===== config.mk =====
export PLATFORM = sky130hd
export DESIGN_NAME = burst_addr_gen
export DESIGN_NICKNAME = d
export VERILOG_FILES = /design/src/rtl/burst_addr_gen.sv
export SDC_FILE = /design/constraint.sdc
export NUM_CORES = 1
export LEC_CHECK = 0
export BUFFER_PORTS_ARGS = -buffer_cell sky130_fd_sc_hd__buf_2
export CAP_MARGIN = 0
export CORE_AREA = 2 2 61 63
export CTS_BUF_LIST = sky130_fd_sc_hd__clkbuf_4 sky130_fd_sc_hd__clkbuf_8
export CTS_CLUSTER_DIAMETER = 50
export DETAILED_ROUTE_END_ITERATION = 16
export DIE_AREA = 0 0 63 65
export GPL_ROUTABILITY_DRIVEN = 0
export PLACE_DENSITY = 0.66
export SYNTH_ARGS = -nofsm -noshare
export SYNTH_HDL_FRONTEND = slang
export SYNTH_SLANG_ARGS = --single-unit

===== constraint.sdc =====
create_clock -name clk -period 1.2 [get_ports clk]
set_clock_uncertainty 0.1 [all_clocks]
set_input_delay 0.24 -clock clk [delete_from_list [all_inputs] [get_ports clk]]
set_output_delay 0.24 -clock clk [all_outputs]
set_load 0.01 [all_outputs]

===== src/rtl/burst_addr_gen.sv =====
module burst_addr_gen #(
  parameter int ADDR_W = 20
) (
  input  logic              clk,
  input  logic              rst_n,
  input  logic [ADDR_W-1:0] addr_in,
  input  logic              start_cpu,
  input  logic              start_ctl,
  input  logic              adv,
  input  logic              ilv_mode,
  output logic [ADDR_W-1:0] word_addr
);
  localparam int HI_W = ADDR_W - 2;

  logic [ADDR_W-1:0] base_q;
  logic [1:0]        step_q;
  logic              load;
  logic [1:0]        low_lin, low_ilv;

  // processor-side strobe has priority; both sources load the same address
  assign load = start_cpu ? 1'b1 : start_ctl;

  always_ff @(posedge clk) begin
    if (!rst_n) begin
      base_q <= '0;
      step_q <= '0;
    end else if (load) begin
      base_q <= addr_in;
      step_q <= '0;
    end else if (adv) begin
      step_q <= step_q + 2'd1;
    end
  end

  assign low_lin   = base_q[1:0] + step_q;
  assign low_ilv   = base_q[1:0] ^ step_q;
  assign word_addr = {base_q[ADDR_W-1:2], ilv_mode ? low_ilv : low_lin};

  logic [HI_W-1:0] unused_hi;
  assign unused_hi = '0;
endmodule


## Word level (Yosys, flattened, before mapping)

Cells that the tools add are included.

| word-level totals | value |
|---|---|
| register bits after elaboration | 22 |
| input port bits | 26 |
| output and inout port bits | 20 |
| logic and storage cells | 9 |

| cells by class | value |
|---|---|
| $add $sub $neg | 2 |
| mux-type cells | 2 |
| bitwise gates (word level) | 2 |
| reductions and logical operators | 1 |

Operators by type and width:

| kind | count |
|---|---|
| $add A2 B1 Y2 const B | 1 |
| $add A2 B2 Y2 | 1 |
| $mux W2 | 1 |
| $reduce_or A2 Y1 | 1 |
| $xor A2 B2 Y2 | 1 |
| $mux W1 | 1 |
| $not A1 Y1 | 1 |

## Logic depth before layout (Yosys ltp)

| logic depth | value |
|---|---|
| depth in word-level cells | 2 |
| gate-level depth with buffers | 3 |
| gate-level depth less buffers | 3 |

## Worst setup path before layout

OpenSTA, ideal clock, no wires.

| path | value |
|---|---|
| kind | reg2out |
| start point | register step_q[0] |
| end point | output word_addr[1] |
| arrival | 834 ps |
| path slack | 26 ps |
| stages on the path, launching flop included | 4 |
| cells stage by stage | dfxtp_1 -> ha_1 -> nor2b_1 -> xnor2_1 |

| on the way | value |
|---|---|
| word-level cells in the longest chain between the ends | 2 |

RTL lines:

| what | RTL line | RTL |
|---|---|---|
| start: declaration | 16 | `logic [1:0] step_q;` |
| start signal: assignment | 31 | `step_q <= step_q + 2'd1;` |
| $add A2 B2 Y2 | 35 | `assign low_lin = base_q[1:0] + step_q;` |
| $mux W2 | 37 | `assign word_addr = {base_q[ADDR_W-1:2], ilv_mode ? low_ilv : low_lin};` |
| end: declaration | 11 | `output logic [ADDR_W-1:0] word_addr` |

Every way passes these cells.

## Final worst setup path

Ends and elaborated chain as after synthesis.

==> impl_results.md <==
* WL final at 2300 µm
* Max_slew headroom at 78.0%
* Failing checks: setup timing
* CTS max path bufs at 2
* R2r setup slk at 0.09 ns
* Yosys reg bits at 22
* Max incr delay on CP at 0.36 ns
* Final Hold Fails at 0
* Reg2reg start: base_q[0]
* GRT overflow at 0
* RSZ-0062 raised after global routing: true
* Post-synthesis area per instance at 9.53 µm²
* Core area at 0.00350 mm²
* Critical Path Source: step_q[0]
* # hold bufs at CTS at 0
* Maximum fanout along the worst path at 2
* Ant diodes at 0
* Delay-heaviest family, CP: flip-flops
* Number of H-tree levels at 1
* WL/cell at 11.8 µm
* Worst Reg-to-Reg Cells at 2
* Worst Path Required at 0.86 ns
* Slew @ Worst Pin at 0.330 ns
* Total Nets Final at 175
* Tot Pwr at 1450 µW
* Pin count of the biggest net entering global routing at 26
* Setup WS post-layout at -0.328 ns
* Slew Viols, Final at 0
* Root buffer selected by CTS: clkbuf_4
* Buffers added on ports at 45
* Vias per cell at 4.68
* CTS tree: done
* Maxcap violations at 0
* Post-DRT Antenna Nets at 0
* WP depth at 4
* Vias in the first global route at 885
* Final worst-path cycle share at 127%
* Area delta synth->final at 21.2%
* Worst Path Arrival at 1.19 ns
* Syn nets at 147
* Worst path cell trace: ha_4, nor2b_4, xnor2_1, buf_2
* Number of cell rows at 22
* Final setup violation count at 2
* Total CTS buffers at 3
* Share of cells above drive strength 1 at 44.2%
* Final hold slack at 0.0858 ns
* Mapped Area at 0.00114 mm²
* CP Buf/Inv Count at 1
* Pre-CTS setup slack at -0.0884 ns
* Distinct cells, synth at 19
* Worst r2r dst: base_q[0]
* Fillers at 363
* CP startpoint kind: flop
* Worst Setup EP: word_addr[1]
* First-pass GRT wire length at 3940 µm
* # DRC at 0
* YS warnings at 0
* P_leak at 0.000604 µW
* Worst-Skew Late Latency at 0.30 ns
* Die extent in y at 65 µm
* Die width at 63 µm
* Worst hold-check path type: in2reg
* Share of the yosys chip area belonging to registers at 38.5%
* Number of iterations in the first detailed-routing pass at 4
* Tmin final at 1.53 ns
* Status: finished, violations left
* Commonest non-fill, non-tap cell in the layout: buf_2
* Crit path capture type: output pin
* Initial Util at 32.7%
* Clock-pin slew of the registers on the worst-case setup and hold paths at 0.12 ns
* Overall Global Routing Usage at 12.1%
* Hold path start: addr_in[5]
* Most frequent cells in the layout: buf_2, o21ai_0, dfxtp_1, or3b_1, a21boi_1
* Final HPWL DP at 1700 µm
* Peak VDD IR at 0.538 mV
* Setup CP Type: reg2out
* Final core occ at 39.7%
* Die Area at 0.00410 mm²
* Pwr/cell area at 1050 mW/mm²
* CP max stage cell: dfxtp_2
* Cells after synthesis at 120
* Ports at 46
* Initial antenna violation count at 0
* Vias after detailed routing at 913
* Clock Sink Count at 22
* Initial DRC count at 27
* Max Freq at 654 MHz
-- kinds of logic after synthesis --
family                   after synthesis  synth area share [%]
flip-flops                            22                  38.5
buffers and inverters                 28                  15.5
adder cells (fa/ha/maj)                1                  1.09
AO/OA/AOI/OAI                         42                  25.1
XOR/XNOR                               3                  2.30
AND/OR/NAND/NOR                       24                  17.5
-- synth_stat cells, drive strengths merged --
library cell | count | area share, %
and3 | 1 | 0.55
clkbuf | 8 | 2.8
buf | 20 | 13
and3b | 1 | 0.77
a21boi | 21 | 15
ha | 1 | 1.1
or3b | 20 | 15
nor2b | 1 | 0.55
o211a | 1 | 0.88
xnor2 | 2 | 1.5
xor2 | 1 | 0.77
nor2 | 1 | 0.33
o21ai | 20 | 8.8
dfxtp | 22 | 39
-- report_power, final --
part | switching [µW] | internal [µW]
registers | 20.1 | 773
clock network | 218 | 185
logic | 120 | 136
-- routing by layer --
layer  up-vias  global-route usage [%]  share of wire [%]
li1        462                       -                  -
met1       415                    13.3                 45
met2        34                    21.9                 47
met3         2                    5.21                8.2
met4         0                    1.67               0.57
met5         -                       0                  0
-- worst register-to-register path, stage by stage, from the launching register on --
cell and delay (ns):
dfxtp_2 0.37, or3b_2 0.44, a21boi_0 0.14
-- worst min path at each step --
stage / to / cells past startpoint / slack, ns
after floorplan: base_q[1] / 1 / 0.29
after detailed placement: base_q[14] / 3 / 0.41
after global routing: base_q[2] / 3 / 0.07
final: base_q[5] / 3 / 0.09
after global placement: base_q[2] / 3 / 0.41
after CTS: base_q[14] / 3 / 0.07
-- per-stage QoR --
step,area (µm²),TNS [ns],std cells
finish,1390,-0.468,195
global route,1390,-0.602,195
CTS,1390,-0.532,195
detailed placement,1310,-0.681,190
global placement,1310,-0.195,190
floorplan,1140,0,120
-- state kept, by name (all words and copies together) (netlist names) --
name and cells:
base_q 20, step_q 2
-- repair_timing --
item | in CTS | in global routing
hold endpoints to repair | 0 | 0
pin swaps | 2 | 1
gates resized for setup | 7 | 0
buffers inserted | 1 | 0
setup endpoints to repair | 2 | 2
-- layout make-up --
| type | instances | area [µm²] | share of cell area (%) |
|---|---|---|---|
| multi-input combinational | 70 | 546 | 39.4 |
| timing repair buffer | 51 | 302 | 21.8 |
| tap | 48 | 60.1 | 4.33 |
| sequential | 22 | 443 | 31.9 |
| clock buffer | 4 | 36.3 | 2.62 |
No activity file was read; power rests on OpenSTA's default activity.
